## src/rtl/trap_pkg.sv

```systemverilog
package trap_pkg;
  localparam logic [1:0] LVL_USER = 2'd0;
  localparam logic [1:0] LVL_SUPV = 2'd1;
  localparam logic [1:0] LVL_MACH = 2'd3;

  typedef enum logic [1:0] {
    TK_MACH   = 2'd0,
    TK_SUPV   = 2'd1,
    TK_DENTER = 2'd2,
    TK_DREDIR = 2'd3
  } trap_kind_e;

  localparam int unsigned POS_HI_BASE = 12;
  localparam int unsigned POS_M_EXT   = 11;
  localparam int unsigned POS_M_SOFT  = 3;
  localparam int unsigned POS_M_TIMER = 7;
  localparam int unsigned POS_S_EXT   = 9;
  localparam int unsigned POS_S_SOFT  = 1;
  localparam int unsigned POS_S_TIMER = 5;

  localparam logic [2:0] DBGC_BREAK = 3'd1;
  localparam int unsigned CODE_BREAK = 3;
endpackage

```

## src/rtl/irq_arbiter.sv

```systemverilog
module irq_arbiter
  import trap_pkg::*;
#(
  parameter int unsigned NIRQ  = 16,
  localparam int unsigned IDX_W = $clog2(NIRQ)
) (
  input  logic             clk,
  input  logic             rst,
  input  logic [1:0]       priv,
  input  logic             m_ie,
  input  logic             s_ie,
  input  logic             dbg_active,
  input  logic [NIRQ-1:0]  pend,
  input  logic [NIRQ-1:0]  ideleg,
  output logic             hit,
  output logic [IDX_W-1:0] idx
);
  logic            m_en, s_en;
  logic [NIRQ-1:0] cand_m, cand_s, cand, hi_mask, hi, pick;

  genvar g;
  generate
    for (g = 0; g < NIRQ; g++) begin : g_hi
      assign hi_mask[g] = (g >= POS_HI_BASE);
    end
  endgenerate

  assign m_en   = (priv != LVL_MACH) || m_ie;
  assign s_en   = (priv == LVL_USER) || ((priv == LVL_SUPV) && s_ie);
  assign cand_m = pend & ~ideleg & {NIRQ{m_en}};
  assign cand_s = pend & ideleg & {NIRQ{s_en}};
  assign cand   = dbg_active ? '0 : ((|cand_m) ? cand_m : cand_s);
  assign hi     = cand & hi_mask;

  always_comb begin
    pick = '0;
    if (|hi)                    pick = hi;
    else if (cand[POS_M_EXT])   pick[POS_M_EXT]   = 1'b1;
    else if (cand[POS_M_SOFT])  pick[POS_M_SOFT]  = 1'b1;
    else if (cand[POS_M_TIMER]) pick[POS_M_TIMER] = 1'b1;
    else if (cand[POS_S_EXT])   pick[POS_S_EXT]   = 1'b1;
    else if (cand[POS_S_SOFT])  pick[POS_S_SOFT]  = 1'b1;
    else if (cand[POS_S_TIMER]) pick[POS_S_TIMER] = 1'b1;
  end

  always_comb begin
    idx = '0;
    for (int i = NIRQ - 1; i >= 0; i--)
      if (pick[i]) idx = IDX_W'(i);
  end

  assign hit = |pick;

  // the chosen line is always one that is pending
  assert_pick_pending_R4: assert property (@(posedge clk) disable iff (rst)
    hit |-> pend[idx]);
  // no line is chosen in debug mode
  assert_dbg_nopick_R9: assert property (@(posedge clk) disable iff (rst)
    dbg_active |-> !hit);
endmodule

```

## src/rtl/trap_target.sv

```systemverilog
module trap_target
  import trap_pkg::*;
#(
  parameter int unsigned XLEN   = 32,
  parameter int unsigned NIRQ   = 16,
  parameter int unsigned CODE_W = 6,
  localparam int unsigned IDX_W = $clog2(NIRQ),
  localparam int unsigned LX    = $clog2(XLEN)
) (
  input  logic [1:0]        priv,
  input  logic              is_irq,
  input  logic [CODE_W-1:0] code,
  input  logic [NIRQ-1:0]   ideleg,
  input  logic [XLEN-1:0]   edeleg,
  input  logic [XLEN-1:0]   mtvec,
  input  logic [XLEN-1:0]   stvec,
  output logic              to_s,
  output logic [XLEN-1:0]   pc
);
  localparam logic [CODE_W:0] XLEN_C = (CODE_W + 1)'(XLEN);
  localparam logic [CODE_W:0] NIRQ_C = (CODE_W + 1)'(NIRQ);

  logic            dbit;
  logic [XLEN-1:0] base, off;

  always_comb begin
    if (is_irq)
      dbit = ({1'b0, code} < NIRQ_C) && ideleg[code[IDX_W-1:0]];
    else
      dbit = ({1'b0, code} < XLEN_C) && edeleg[code[LX-1:0]];
    to_s = ((priv == LVL_USER) || (priv == LVL_SUPV)) && dbit;
    base = to_s ? stvec : mtvec;
    off  = '0;
    if (base[0] && is_irq) off[CODE_W+1:0] = {code, 2'b00};
    pc = {base[XLEN-1:1], 1'b0} + off;
  end
endmodule

```

## src/rtl/trap_entry.sv

```systemverilog
module trap_entry
  import trap_pkg::*;
#(
  parameter int unsigned XLEN     = 32,
  parameter int unsigned NIRQ     = 16,
  parameter int unsigned CODE_W   = 6,
  parameter logic [31:0] DBG_ROM  = 32'h0000_0800,
  parameter logic [31:0] DBG_TVEC = 32'h0000_0808
) (
  input  logic              clk,
  input  logic              rst,
  input  logic              irq_chk,
  input  logic              exc_req,
  input  logic [CODE_W-1:0] exc_code,
  input  logic [XLEN-1:0]   exc_tval,
  input  logic [XLEN-1:0]   cur_pc,
  input  logic [1:0]        priv,
  input  logic              m_ie,
  input  logic              s_ie,
  input  logic [NIRQ-1:0]   pend,
  input  logic [NIRQ-1:0]   ideleg,
  input  logic [XLEN-1:0]   edeleg,
  input  logic [XLEN-1:0]   mtvec,
  input  logic [XLEN-1:0]   stvec,
  input  logic [2:0]        dbg_cause,
  input  logic              bp_halt_m,
  input  logic              bp_halt_s,
  input  logic              bp_halt_u,
  output logic              tr_valid,
  output logic [1:0]        tr_kind,
  output logic [XLEN-1:0]   tr_pc,
  output logic [XLEN-1:0]   tr_cause,
  output logic [XLEN-1:0]   tr_epc,
  output logic [XLEN-1:0]   tr_tval,
  output logic              tr_pie,
  output logic [1:0]        tr_pp,
  output logic [1:0]        tr_priv
);
  localparam int unsigned IDX_W = $clog2(NIRQ);
  localparam logic [XLEN-1:0] ROM_A  = XLEN'(DBG_ROM);
  localparam logic [XLEN-1:0] TVEC_A = XLEN'(DBG_TVEC);

  logic              in_dbg, irq_hit, take_irq, is_brk, bp_en, to_s;
  logic [IDX_W-1:0]  irq_idx;
  logic [CODE_W-1:0] code;
  logic [XLEN-1:0]   tgt_pc;

  logic              n_valid, n_pie;
  trap_kind_e        n_kind;
  logic [XLEN-1:0]   n_pc, n_cause, n_epc, n_tval;
  logic [1:0]        n_pp, n_priv;

  assign in_dbg = (dbg_cause != 3'd0);

  irq_arbiter #(.NIRQ(NIRQ)) u_arb (
    .clk(clk), .rst(rst), .priv(priv), .m_ie(m_ie), .s_ie(s_ie),
    .dbg_active(in_dbg), .pend(pend), .ideleg(ideleg),
    .hit(irq_hit), .idx(irq_idx)
  );

  assign take_irq = irq_chk && !exc_req && irq_hit;
  assign code     = exc_req ? exc_code : CODE_W'(irq_idx);
  assign is_brk   = (exc_code == CODE_W'(CODE_BREAK));

  always_comb begin
    case (priv)
      LVL_MACH: bp_en = bp_halt_m;
      LVL_SUPV: bp_en = bp_halt_s;
      LVL_USER: bp_en = bp_halt_u;
      default:  bp_en = 1'b0;
    endcase
  end

  trap_target #(.XLEN(XLEN), .NIRQ(NIRQ), .CODE_W(CODE_W)) u_tgt (
    .priv(priv), .is_irq(take_irq), .code(code), .ideleg(ideleg),
    .edeleg(edeleg), .mtvec(mtvec), .stvec(stvec), .to_s(to_s), .pc(tgt_pc)
  );

  always_comb begin
    n_valid = exc_req || take_irq;
    n_kind  = TK_MACH;
    n_pc    = '0;
    n_cause = '0;
    n_epc   = '0;
    n_tval  = '0;
    n_pie   = 1'b0;
    n_pp    = '0;
    n_priv  = priv;
    if (exc_req && in_dbg) begin
      n_kind = TK_DREDIR;
      n_pc   = is_brk ? ROM_A : TVEC_A;
    end else if (exc_req && is_brk && bp_en) begin
      n_kind  = TK_DENTER;
      n_pc    = ROM_A;
      n_cause = XLEN'(DBGC_BREAK);
      n_epc   = cur_pc;
      n_pp    = priv;
      n_priv  = LVL_MACH;
    end else if (n_valid) begin
      n_kind  = to_s ? TK_SUPV : TK_MACH;
      n_pc    = tgt_pc;
      n_cause = XLEN'(code);
      if (take_irq) n_cause[XLEN-1] = 1'b1;
      n_epc   = cur_pc;
      n_tval  = take_irq ? '0 : exc_tval;
      n_pie   = to_s ? s_ie : m_ie;
      n_pp    = priv;
      n_priv  = to_s ? LVL_SUPV : LVL_MACH;
    end
  end

  always_ff @(posedge clk) begin
    if (rst) begin
      tr_valid <= 1'b0;
      tr_kind  <= 2'd0;
      tr_pc    <= '0;
      tr_cause <= '0;
      tr_epc   <= '0;
      tr_tval  <= '0;
      tr_pie   <= 1'b0;
      tr_pp    <= '0;
      tr_priv  <= '0;
    end else begin
      tr_valid <= n_valid;
      tr_kind  <= n_kind;
      tr_pc    <= n_pc;
      tr_cause <= n_cause;
      tr_epc   <= n_epc;
      tr_tval  <= n_tval;
      tr_pie   <= n_pie;
      tr_pp    <= n_pp;
      tr_priv  <= n_priv;
    end
  end

  // no request at an edge gives no result after it
  assert_idle_R1: assert property (@(posedge clk) disable iff (rst)
    !(irq_chk || exc_req) |=> !tr_valid);
  // interrupt checks during debug mode never produce a result
  assert_dbg_noirq_R9: assert property (@(posedge clk) disable iff (rst)
    (irq_chk && !exc_req && in_dbg) |=> !tr_valid);
  // supervisor-level entry only from user or supervisor
  assert_supv_route_R6: assert property (@(posedge clk) disable iff (rst)
    (tr_valid && tr_kind == TK_SUPV) |-> ($past(priv) == LVL_USER || $past(priv) == LVL_SUPV));
  // a simultaneous exception wins over an interrupt
  assert_exc_first_R11: assert property (@(posedge clk) disable iff (rst)
    (exc_req && irq_chk) |=> (tr_valid && !tr_cause[XLEN-1]));
  // debug entry lands in machine mode at the debug ROM
  assert_denter_R10: assert property (@(posedge clk) disable iff (rst)
    (tr_valid && tr_kind == TK_DENTER) |-> (tr_priv == LVL_MACH && tr_pc == ROM_A));
endmodule

```

## config.mk

```make
export PLATFORM = sky130hd
export DESIGN_NAME = trap_entry
export DESIGN_NICKNAME = d
export VERILOG_FILES = /design/src/rtl/trap_pkg.sv /design/src/rtl/irq_arbiter.sv /design/src/rtl/trap_target.sv /design/src/rtl/trap_entry.sv
export SDC_FILE = /design/constraint.sdc
export NUM_CORES = 1
export LEC_CHECK = 0
export ABC_CLOCK_PERIOD_IN_PS = 11400
export BUFFER_PORTS_ARGS = -buffer_cell sky130_fd_sc_hd__buf_2
export CAP_MARGIN = 20
export CORE_AREA = 2 2 134 136
export CTS_CLUSTER_DIAMETER = 60
export DETAILED_ROUTE_END_ITERATION = 12
export DIE_AREA = 0 0 136 138
export PLACE_DENSITY_LB_ADDON = 0.12
export SLEW_MARGIN = 10
export SYNTH_ARGS = -nofsm -noshare
export SYNTH_HDL_FRONTEND = slang
export SYNTH_HIERARCHICAL = 1
export SYNTH_SLANG_ARGS = --single-unit
```

## constraint.sdc

```tcl
create_clock -name clk -period 11.4 [get_ports clk]
set_input_delay 2.28 -clock clk [delete_from_list [all_inputs] [get_ports clk]]
set_output_delay 2.28 -clock clk [all_outputs]
set_load 0.05 [all_outputs]
```

* Word level (Yosys, flattened, before mapping)
Index checks and enable logic that the tools add are counted.
Storage, ports and cells: logic and storage cells 119, flip-flop bits (word level) 136, output and inout bits 136
Operators by class: $add $sub $neg 1, bitwise operators 6, muxes and demuxes 69, order comparisons 4, reduce and logical (&&, ||, !) cells 24, equal/unequal tests 4
Operators by type and width (number):
- $mux 32 | 6
- $and 16x16->16 | 4
- $mux 4 | 12
- $mux 1 | 36
- $add 32x8->32 | 1
- $mux 16 | 2
- $mux 2 | 8
- $not 16->16 | 1
- $reduce_or 16->1 | 1
- $logic_and 1x1->1 | 10
- $reduce_or 10->1 | 1
- $mux 8 | 1
- $reduce_or 4->1 | 2
- $eq 6x2->1 const B | 1
- $lt 5x6->1 const B | 1
- $lt 6x5->1 const B | 1
- $lt 6x6->1 const B | 1
- $mux 6 | 1
- $bmux 1 s5 | 1
- $lt 4x5->1 const B | 1
- $reduce_or 5->1 | 1
- $bmux 1 s4 | 1
- $logic_or 1x1->1 | 4
- $pmux 1 s3 | 1
- 9 further kinds | 9

* Depth between registers and ports, before layout
Gate-level depths: netlist of the first run.
word-level depth 31, depth in mapped cells 30

* Hierarchy
Netlist of the first run, hierarchy kept.
Modules (own cells, without submodules):
- trap_entry | times used 1, cells each 304, area each 3472.1 um^2
- trap_target | times used 1, cells each 249, area each 1994.4 um^2
- irq_arbiter | times used 1, cells each 94, area each 615.6 um^2

* Least setup slack after synthesis of the first run
Ideal clock, no wire load.
kind in2reg, start input pend[9], end register tr_pc[26], library setup time 0.060 ns, data arrival time 8.239 ns, path buffers 2, path slack 3.101 ns, stages on the path 28, cells stage by stage nor2b_1 > a2111oi_2 > and4_1 > buf_6 > nand3_4 > o22a_1 > a21o_1 > a221o_1 > mux2_2 > buf_6 > mux4_2 > mux4_2 > nand2_1 > o31ai_4 > mux2i_1 > nor2b_1 > and2_1 > ha_1 > inv_1 > fa_1 > nor2b_1 > o31a_1 > o21ai_0 > a2111oi_0 > nand4_1 > xor2_1 > mux2i_1 > and3_1
Between the ends: word-level cells in the longest chain between the ends 30, elaborated cells between the ends (all ways) 67
Ends and longest elaborated chain:
- start, declared | RTL line trap_entry.sv:20 | input logic [NIRQ-1:0] pend,
- $and 16x16->16 (2 in series) | RTL line irq_arbiter.sv:30 | assign cand_m = pend & ~ideleg & {NIRQ{m_en}};
- $reduce_or 16->1 | RTL line irq_arbiter.sv:32 | assign cand = dbg_active ? '0 : ((|cand_m) ? cand_m : cand_s);
- $mux 16 * (2 in series) | RTL line irq_arbiter.sv:32
- $reduce_or 4->1 | RTL line irq_arbiter.sv:37 | if (|hi) pick = hi;
- $mux 4 | RTL line irq_arbiter.sv:37
- $mux 4 (9 in series) | RTL line irq_arbiter.sv:49 | if (pick[i]) idx = IDX_W'(i);
- $mux 4 * | RTL line irq_arbiter.sv:49
- named net irq_idx[0] | RTL line trap_entry.sv:44 | logic [IDX_W-1:0] irq_idx;
- [1 not listed]
- named net code[0] | RTL line trap_entry.sv:45 | logic [CODE_W-1:0] code;
- [5 not listed]
- $mux 32 | RTL line trap_target.sv:32 | base = to_s ? stvec : mtvec;
- $logic_and 1x1->1 | RTL line trap_target.sv:34 | if (base[0] && is_irq) off[CODE_W+1:0] = {code, 2'b00};
- $mux 8 | RTL line trap_target.sv:34
- $add 32x8->32 * | RTL line trap_target.sv:35 | pc = {base[XLEN-1:1], 1'b0} + off;
- named net tgt_pc[26] | RTL line trap_entry.sv:46 | logic [XLEN-1:0] tgt_pc;
- $mux 32 * | RTL line trap_entry.sv:99 | end else if (n_valid) begin
- $mux 32 * | RTL line trap_entry.sv:92 | end else if (exc_req && is_brk && bp_en) begin
- $mux 32 * | RTL line trap_entry.sv:89 | if (exc_req && in_dbg) begin
- end signal, assigned | RTL line trap_entry.sv:126 | tr_pc <= n_pc;
- end, declared | RTL line trap_entry.sv:31 | output logic [XLEN-1:0] tr_pc,
The timed path passes the listed nets; every way through them passes the cells marked *. The select of a mux whose other input is x is not followed. A chain may end at the register's enable or synchronous reset.

* Final worst setup path of the first run
start input pend[9], end register tr_pc[26]
Between the ends: word-level cells in the longest chain between the ends 30, elaborated cells between the ends (all ways) 67
Ends and longest elaborated chain:
- $and 16x16->16 (2 in series) | RTL line irq_arbiter.sv:30
- $reduce_or 16->1 | RTL line irq_arbiter.sv:32
- $mux 16 * (2 in series) | RTL line irq_arbiter.sv:32
- $reduce_or 4->1 | RTL line irq_arbiter.sv:37
- $mux 4 | RTL line irq_arbiter.sv:37
- $mux 4 (9 in series) | RTL line irq_arbiter.sv:49
- $mux 4 * | RTL line irq_arbiter.sv:49
- named net irq_idx[0] | RTL line trap_entry.sv:44
- [1 not listed]
- named net code[0] | RTL line trap_entry.sv:45
- [5 not listed]
- named net to_s | RTL line trap_entry.sv:43 | logic in_dbg, irq_hit, take_irq, is_brk, bp_en, to_s;
- $mux 32 * | RTL line trap_target.sv:32
- $logic_and 1x1->1 | RTL line trap_target.sv:34
- $mux 8 | RTL line trap_target.sv:34
- $add 32x8->32 * | RTL line trap_target.sv:35
- named net tgt_pc[26] | RTL line trap_entry.sv:46
- $mux 32 * | RTL line trap_entry.sv:99
- $mux 32 * | RTL line trap_entry.sv:92
- $mux 32 * | RTL line trap_entry.sv:89
Marked as above.

==> impl_metrics.yaml, run 1 <==
outcome:
  status: "completed"
worst_hold_path:
  hold_path_class: "in2reg"
synth:
  most_frequently_used_flop_master_after_synthesis: "dfxtp_1"
  yosysSeqAreaShare_pct: 36.5
  yosysUniqueCellTypes: 77
  yosysWarningCount: 6
  async_flop_share_pct: 0
  ys_seq_elements: 111
  avgSynthCellArea_sq_um: 9.40
  synthesis.instances: 647
  synth-edff-count: 0
  syn_area_sq_mm: 0.00608
clock_network:
  ctsLongestPathBuffers: 2
  sink_count_of_the_clock_tree: 111
  cts.repair.resized: 0
  cts_h_tree_depth: 3
  postCtsHoldBufs: 0
  clockRootBuffer: "clkbuf_16"
  post-cts-setup-buffer-count: 0
  cts-buffers-inserted: 9
  tritoncts: "yes"
  clk_pin_slew_worst_paths_ns: 0.09
place:
  pre_cts_ws_ns: 2.36
  postPlaceCellArea_sq_mm: 0.00772
  gp_routability_congestion: 0.877
  placed_cell_count: 1165
  place_hpwl_microns: 15400
  buffer_ports.inserted: 322
final_layout:
  layoutNonFillerInstCount: 1183
  share_of_post_route_cells_with_drive_strength_above_1_pct: 43.5
  design.final.nets: 1166
  fin_area_sq_mm: 0.00805
  area_delta_synth_final_pct: 32.3
worst_setup_path:
  timing.critical_path.required_ns: 11.66
  worstSetupStartpointType: "input pin"
  critical_path.endpoint_type: "register"
  data_arrival_time_at_the_worst_slack_endpoint_ns: 8.87
  worst-setup-path-type: "in2reg"
  crit_path_max_fanout: 14
routing:
  wl_met3_microns: 1590
  remaining_drc_errors: 0
  wl_per_cell_microns: 16.6
  detail_route.iter0.violations: 242
  drt_pre_antenna_iters: 5
  vias_per_cell: 4.88
  top_layer: "met5"
  wl_met1_microns: 8380
  route.met2.wl_microns: 9060
  routed-via-count: 5770
  postRouteAntennaNets: 0
  wire_length_reported_by_the_detailed_router_microns: 19600
global_route:
  grt.total_usage_pct: 20.6
  grt_start_max_net_pins: 44
  antenna_violations_before_repair: 3
  grt_pass1_wl_microns: 30400
  gr_ovfl_total: 0
  grt_pass1_vias: 5614
floorplanning:
  fp.coreArea_sq_mm: 0.0175
  start_util_pct: 34.7
  rows: 49
  floorplan.io_pins: 348
  die_width_microns: 136
  die-area_sq_mm: 0.0188
  dieHeight_microns: 138
sta:
  rsz_0062_raised_after_global_routing: "false"
  final_max_slew_viol_count: 0
  hold_viol_final: 0
  final_critical_path_required_period_ns: 8.60
  report.final.setup_viol: 0
  tightest_slew_ns: 1.06
  maxSlewHeadroom_pct: 29.6
  setup_slack_ns: 2.80
  period_share_pct: 75.5
  setup_tns_ns: 0
  fmaxAchievable_mhz: 116
pwr:
  p_comb_share_pct: 24.2
  peakVddDrop_v: 0.000109
  clkPwrFrac_pct: 34.2
  internal_power_mw: 0.648
  static-leakage-power_nw: 4.11
  p_sw_mw: 0.322
  design_power_total_mw: 0.970
  fraction_of_power_spent_switching_nets_pct: 33.2
  cellPowerDensity_mw_per_mm2: 121
  seqPwrFrac_pct: 41.6
job:
  drv_cap: 0
## layout by cell type (no fill, tap or decap), types with 3 or more instances in the layout
cell type,instances
a21o_1,3
a21oi_1,14
a221oi_1,3
a31oi_1,4
and2_1,24
and2_2,22
and3_1,83
and4_1,4
buf_2,322
buf_4,5
clkbuf_16,9
conb_1,26
dfxtp_1,111
ha_1,6
inv_1,17
mux2_2,16
mux2i_1,21
mux4_2,13
nand2_1,35
nand2b_1,10
nand3_1,22
nand4_1,15
nor2_1,22
nor2b_1,7
nor3_1,11
o21ai_0,11
o22ai_1,3
xnor2_1,13
xor2_1,34
## synthesized netlist by cell type, drive strengths merged (6+ instances only)
cell	count	area, sq um
nor3	11	55.1
nor2b	7	43.8
mux2i	21	210
nand2b	10	62.6
ha	6	75.1
mux2	18	210
inv	18	67.6
dfxtp	111	2220
and3	86	549
a21oi	15	78.8
and2	46	315
clkbuf	26	105
xnor2	13	114
o21ai	13	65.1
mux4	13	293
nand3	23	128
xor2	34	298
buf	36	280
nor2	23	86.3
nand4	15	93.8
nand2	35	131
## per-layer routing
metal,GRT usage (%),up-vias
li1,-,2842
met1,25.9,2632
met2,34.1,258
met3,4.80,36
met4,7.73,2
met5,0,-
## through the flow
step,utilization (%),hold WS (ns)
2_1_floorplan,-,2.40
3_3_place_gp,44.1,2.48
3_5_place_dp,44.1,2.48
4_1_cts,45.9,2.10
5_1_grt,45.9,2.10
6_report,45.9,2.10
## sequential cells by signal (all words and copies together) (netlist names)
signal    cells
tr_pp         2
tr_cause      7
tr_kind       2
tr_pie        1
tr_priv       2
tr_tval      32
tr_valid      1
tr_pc        32
tr_epc       32
## worst max-delay path, cell delays in order
cell	delay, ns
buf_2	0.11
nor2b_1	0.14
a2111oi_2	0.31
and4_1	0.40
and3_4	0.32
a41oi_2	0.16
a211oi_2	0.22
a221o_1	0.14
mux2_2	0.46
mux4_2	0.55
mux2_2	0.28
nor3b_1	0.33
o31ai_4	0.19
mux2i_1	0.15
nor2b_1	0.36
and2_1	0.20
ha_1	0.17
inv_1	0.05
fa_1	0.39
nor2b_1	0.16
o31a_1	0.15
o21ai_0	0.15
a2111oi_0	0.45
buf_4	0.21
nand4_1	0.11
xor2_1	0.14
mux2i_1	0.08
and3_1	0.15
## cell families after synthesis
| family | synth area share, % |
|---|---|
| compound gates | 9.50 |
| xor+xnor | 6.77 |
| fa+ha+maj | 1.56 |
| buf+inv | 7.45 |
| flops | 36.5 |
| mux | 11.7 |
| other cells | 0.123 |
| simple gates | 26.3 |
## path summary, 6_finish.rpt
path,startpoint,endpoint,slack [ns],depth (start not counted)
setup / recovery,pend[9],tr_pc[26],2.80,28
hold / removal,exc_tval[4],tr_tval[4],2.10,2
## power groups by stage
stage	logic (mW)	registers, mW	clock network (mW)
after floorplan	0.118	0.460	0
after global placement	0.237	0.413	0
after detailed placement	0.235	0.413	0
after CTS	0.236	0.404	0.339
after global routing	0.253	0.405	0.360
final	0.235	0.404	0.331
## layout make-up
type,instances,area [sq um]
clock buffer,9,225
timing repair buffer,327,1650
sequential,111,2220
multi-input combinational,480,3500
antenna,2,5.00
tap,229,287
inverter,18,67.6
fill,1777,9490
clock inverter,7,91.3
Note: power is estimated with default switching activity, not from simulation.
==> run 2: changes to the inputs <==
- ABC_AREA: default -> 1
- ABC_CLOCK_PERIOD_IN_PS: 11400 -> 8500
- CORE_AREA: 2 2 134 136 -> 2 2 137 139
- DIE_AREA: 0 0 136 138 -> 0 0 139 141
- clock period: 11.4 -> 8.5 ns (I/O delays scaled with it)
==> run 2 against run 1 <==
Effect of this change:
- first-iteration DRC count is 56% higher
- sequential power grew 36%
- combinational power up 86%
- worst hold slack got worse by 0.56 ns
- sequential share of layout area decreased by 1.1 points
- flip-flop and latch count unchanged
- critical path depth increased by 14
- global-route usage fell by 0.23 points
- setup slack got worse by 1.7 ns
- routed wire length rose by 3.0%
- non-clock buffer count down 2
- largest power group unchanged
==> impl_metrics.yaml, run 2 <==
worst_setup_path:
  worstSetupStartpointType: "input pin"
  crit_path_max_fanout: 27
  worst_setup_path_startpoint: "priv[1]"
  timing.critical_path.required_ns: 8.79
  worst-setup-path-type: "in2reg"
  path_delay_family: "simple AND/OR/NAND/NOR gates"
  critical_path.endpoint_type: "register"
  data_arrival_time_at_the_worst_slack_endpoint_ns: 7.67
  worstSetupPathDepth: 42
  path_common_cell: "nand2_1"
  worst_path_max_delay_cell: "fa_1"
  biggest_cell_delay_along_the_critical_path_ns: 0.40
  critical_path.n_buffers_inverters: 8
routing:
  drt_pre_antenna_iters: 7
  routed-via-count: 6686
  postRouteAntennaNets: 0
  wire_length_reported_by_the_detailed_router_microns: 20200
  vias_per_cell: 4.33
  detail_route.iter0.violations: 378
  remaining_drc_errors: 0
  wl_per_cell_microns: 13.1
synth:
  synthDominantCellAreaShare_pct: 34.4
  most_frequently_used_flop_master_after_synthesis: "dfxtp_1"
  yosysSeqAreaShare_pct: 34.4
  yosysUniqueCellTypes: 41
  synth-edff-count: 0
  netlist_top_cells_count: "256 x nand2_1, 169 x nor2_1, 165 x inv_1, 111 x dfxtp_1, 91 x nand3_1"
  synthesis.instances: 999
  yosys_top_cell_by_area: "dfxtp_1"
  syn_area_sq_mm: 0.00646
  avgSynthCellArea_sq_um: 6.47
  async_flop_share_pct: 0
  yosysWarningCount: 6
  most_used_standard_cell_by_instance_count_after_synthesis: "nand2_1"
  ys_seq_elements: 111
  ys_top_cells_by_area: "dfxtp_1 34%, nand2_1 15%, nor2_1 9.8%"
sta:
  hold_viol_final: 0
  hold_ws_ns: 1.55
  setup_tns_ns: 0
  period_share_pct: 86.8
  final_max_slew_viol_count: 0
  tightest_slew_ns: 0.792
  fmaxAchievable_mhz: 136
  rsz_0062_raised_after_global_routing: "false"
  report.final.setup_viol: 0
  maxSlewHeadroom_pct: 47.1
  final_critical_path_required_period_ns: 7.38
floorplanning:
  rows: 50
  floorplan.io_pins: 348
  fp.coreArea_sq_mm: 0.0183
  dieHeight_microns: 141
  start_util_pct: 35.4
  die-area_sq_mm: 0.0196
  die_width_microns: 139
final_layout:
  layout_commonest_cell: "buf_2"
  layout_top_registers: "tr_epc: 32 flops, tr_pc: 32 flops, tr_tval: 32 flops"
  fin_area_sq_mm: 0.00838
  top_library_cells_by_usage_in_the_layout_fill_and_taps_aside: "322 x buf_2, 256 x nand2_1, 168 x nor2_1"
  design.final.nets: 1525
  antennaDiodeCount: 0
  area_delta_synth_final_pct: 29.7
  share_of_post_route_cells_with_drive_strength_above_1_pct: 31.5
  layoutNonFillerInstCount: 1545
worst_hold_path:
  holdPathEnd: "tr_tval[27]"
  hold_path_class: "in2reg"
  worst_hold_startpoint: "exc_tval[27]"
  min_delay_path_depth: 3
global_route:
  grt_pass1_wl_microns: 32100
  grt_start_max_net_pins: 38
  grt.total_usage_pct: 20.4
  gr_ovfl_total: 0
  antenna_violations_before_repair: 0
  grt_pass1_vias: 6350
clock_network:
  cts_h_tree_depth: 3
  ctsLongestPathBuffers: 2
  tritoncts: "yes"
  postCtsHoldBufs: 0
  post-cts-setup-buffer-count: 0
  cts-buffers-inserted: 9
  clockRootBuffer: "clkbuf_16"
  sink_count_of_the_clock_tree: 111
  clk_pin_slew_worst_paths_ns: 0.08
  cts.repair.resized: 0
place:
  postPlaceCellArea_sq_mm: 0.00807
  place_hpwl_microns: 16800
  placed_cell_count: 1529
  buffer_ports.inserted: 322
  gp_routability_congestion: 0.926
pwr:
  static-leakage-power_nw: 5.05
  peakVddDrop_v: 0.000135
  cellPowerDensity_mw_per_mm2: 169
job:
  drv_cap: 0
outcome:
  status: "completed"
-- run 2: metal layers --
layer	vias up	share of wire [%]	GRT usage (%)
li1	3562	-	-
met1	2847	44	25.9
met2	253	48	35.0
met3	24	6.9	4.25
met4	0	1.8	5.85
met5	-	0	0
-- run 2: cells by family (layout without fill, tap and decap cells) --
kind of cell	Yosys count	after routing	share of synthesized area [%]
AOI/OAI and AO/OA	44	44	4.24
xor gates and xnor gates	15	15	2.03
adders and majority gates	7	7	1.47
buffers and inverters	227	515	16.6
DFF	111	111	34.4
muxes	1	1	0.155
other	2	26	0.116
and+or+nand+nor	592	592	41.0
-- run 2: worst max path at each step --
stage	end	slack [ns]
2_1_floorplan	tr_pc[22]	1.94
3_3_place_gp	tr_pc[22]	0.83
3_5_place_dp	tr_pc[22]	0.79
4_1_cts	tr_pc[22]	1.14
5_1_grt	tr_pc[22]	0.36
6_report	tr_pc[22]	1.12
-- run 2: area by class of cell --
| class | count | area, sq um |
|---|---|---|
| fill | 1980 | 9890 |
| multi-input combinational | 685 | 3260 |
| sequential | 111 | 2220 |
| timing repair buffer | 325 | 1640 |
| inverter | 174 | 656 |
| tap | 234 | 293 |
| clock buffer | 9 | 225 |
| clock inverter | 7 | 81.3 |
-- run 2: power breakdown --
part,switching (mW),leakage [nW],internal [mW]
logic,0.311,3.99,0.125
clock network,0.216,0.150,0.212
registers,0.00556,0.907,0.544
total,0.533,5.05,0.880
-- run 2: per-stage QoR --
stage / util (%) / setup WS, ns / total power, mW
global route: 45.9 / 0.362 / 1.50
CTS: 45.9 / 1.14 / 1.43
global placement: 44.1 / 0.834 / 0.999
finish: 45.9 / 1.12 / 1.41
floorplan: - / 1.94 / 0.891
detailed placement: 44.2 / 0.788 / 0.999
==> run 3: changes to the inputs <==
- CORE_AREA: 2 2 137 139 -> 8 8 128 130
- DIE_AREA: 0 0 139 141 -> 0 0 136 138
- PLACE_DENSITY_LB_ADDON: 0.12 -> 0.05
==> run 3 against run 2 <==
Effect of this change:
- setup slack worse by 0.15 ns
- first-iteration DRC count is 16% lower
- clock power is 2% higher
- critical path depth is 3 lower
- via count is 0.72% higher
- worst hold slack better by 0.00084 ns
- global-route usage is 2.2 points higher
- routed wire length is 9.1% higher
- die area is 4.2% lower
- critical path type unchanged
- largest cell class unchanged
- largest power group unchanged
- highest routed layer unchanged
==> impl_metrics.yaml, run 3 (synthesized netlist as in run 2, its figures left out) <==
outcome:
  status: "completed"
clock_network:
  ctsLongestPathBuffers: 2
  cts_h_tree_depth: 3
  post-cts-setup-buffer-count: 0
  clockRootBuffer: "clkbuf_16"
  sink_count_of_the_clock_tree: 111
  cts.repair.resized: 0
  postCtsHoldBufs: 0
  tritoncts: "yes"
  cts-buffers-inserted: 9
  clk_pin_slew_worst_paths_ns: 0.09
final_layout:
  area_delta_synth_final_pct: 28.9
  layout_top_registers: "tr_epc: 32 flops, tr_pc: 32 flops, tr_tval: 32 flops"
  share_of_post_route_cells_with_drive_strength_above_1_pct: 31.5
  layout_commonest_cell: "buf_2"
  top_library_cells_by_usage_in_the_layout_fill_and_taps_aside: "322 x buf_2, 256 x nand2_1, 168 x nor2_1"
  design.final.nets: 1525
  antennaDiodeCount: 0
  fin_area_sq_mm: 0.00833
global_route:
  grt_pass1_vias: 6588
  grt.total_usage_pct: 22.5
  gr_ovfl_total: 0
  grt_start_max_net_pins: 40
  grt_pass1_wl_microns: 34300
  antenna_violations_before_repair: 0
worst_setup_path:
  timing.critical_path.required_ns: 8.78
  worst-setup-path-type: "in2reg"
  data_arrival_time_at_the_worst_slack_endpoint_ns: 7.80
  worst_path_max_delay_cell: "nand2_1"
  crit_path_max_fanout: 39
  worstSetupStartpointType: "input pin"
  biggest_cell_delay_along_the_critical_path_ns: 0.48
  critical_path.endpoint_type: "register"
place:
  place_hpwl_microns: 18700
  pre_cts_ws_ns: 0.674
  postPlaceCellArea_sq_mm: 0.00800
  gp_routability_congestion: 0.949
  buffer_ports.inserted: 322
sta:
  rsz_0062_raised_after_global_routing: "false"
  tightest_slew_ns: 0.808
  final_max_slew_viol_count: 0
  hold_ws_ns: 1.55
  setup_tns_ns: 0
  report.final.setup_viol: 0
  maxSlewHeadroom_pct: 46.0
  setup_slack_ns: 0.975
  final_critical_path_required_period_ns: 7.52
  hold_viol_final: 0
  period_share_pct: 88.5
  fmaxAchievable_mhz: 133
routing:
  wl_per_cell_microns: 14.8
  drt_pre_antenna_iters: 5
  wl_met3_microns: 1680
  wl_met1_microns: 9510
  top_layer: "met4"
  remaining_drc_errors: 0
  wire_length_reported_by_the_detailed_router_microns: 22100
  routed-via-count: 6734
  detail_route.iter0.violations: 318
  postRouteAntennaNets: 0
  route.met2.wl_microns: 10500
  vias_per_cell: 4.50
floorplanning:
  die-area_sq_mm: 0.0188
  floorplan.io_pins: 348
  fp.coreArea_sq_mm: 0.0143
  die_width_microns: 136
  rows: 44
  dieHeight_microns: 138
  start_util_pct: 45.1
pwr:
  peakVddDrop_v: 0.0000936
  static-leakage-power_nw: 5.05
  cellPowerDensity_mw_per_mm2: 171
worst_hold_path:
  worst_hold_startpoint: "exc_tval[22]"
  holdPathEnd: "tr_tval[22]"
  min_delay_path_depth: 3
  hold_path_class: "in2reg"
job:
  drv_cap: 0
run 3: report_power, final:
part	total, mW	internal (mW)	switching (mW)	leakage (nW)
logic	0.438	0.125	0.314	3.99
clock network	0.435	0.214	0.222	0.152
registers	0.549	0.544	0.00546	0.907
total	1.42	0.882	0.541	5.05
run 3: worst max-delay path: cells and delay by family:
family,cells,cell delay [ns]
compound gates,7,1.27
xor+xnor,1,0.17
fa+ha+maj,2,0.55
buf+inv,8,0.85
simple gates,21,3.21
run 3: layout make-up:
cell class / instances / area [sq um]
Tap cell: 184 / 230
Timing Repair Buffer: 325 / 1640
Clock inverter: 7 / 91.3
Fill cell: 1486 / 5990
Multi-Input combinational cell: 685 / 3260
Sequential cell: 111 / 2220
Inverter: 174 / 656
Clock buffer: 9 / 225
run 3: worst max-delay path by stage:
stage / start / end / slack, ns / cells past startpoint
after CTS: priv[1] / tr_pc[14] / 1.03 / 43
after detailed placement: priv[1] / tr_pc[22] / 0.67 / 44
final: priv[1] / tr_pc[14] / 0.98 / 39
after global placement: s_ie / tr_pc[14] / 0.72 / 41
after global routing: priv[1] / tr_pc[14] / 0.19 / 43
after floorplan: ideleg[1] / tr_pc[22] / 1.94 / 52
run 3: through the flow:
| step | total power, mW | std cells | utilization [%] |
|---|---|---|---|
| after floorplan | 0.891 | 1023 | - |
| after global placement | 0.999 | 1478 | 55.9 |
| after detailed placement | 0.999 | 1478 | 55.9 |
| after CTS | 1.43 | 1494 | 58.1 |
| after global routing | 1.50 | 1495 | 58.2 |
| final | 1.42 | 1495 | 58.2 |
run 3: per-layer routing:
layer	vias to the layer above	global-route usage, %
met5	-	0
met4	0	5.55
met3	26	4.09
met2	253	38.6
met1	2903	28.3
li1	3552	-
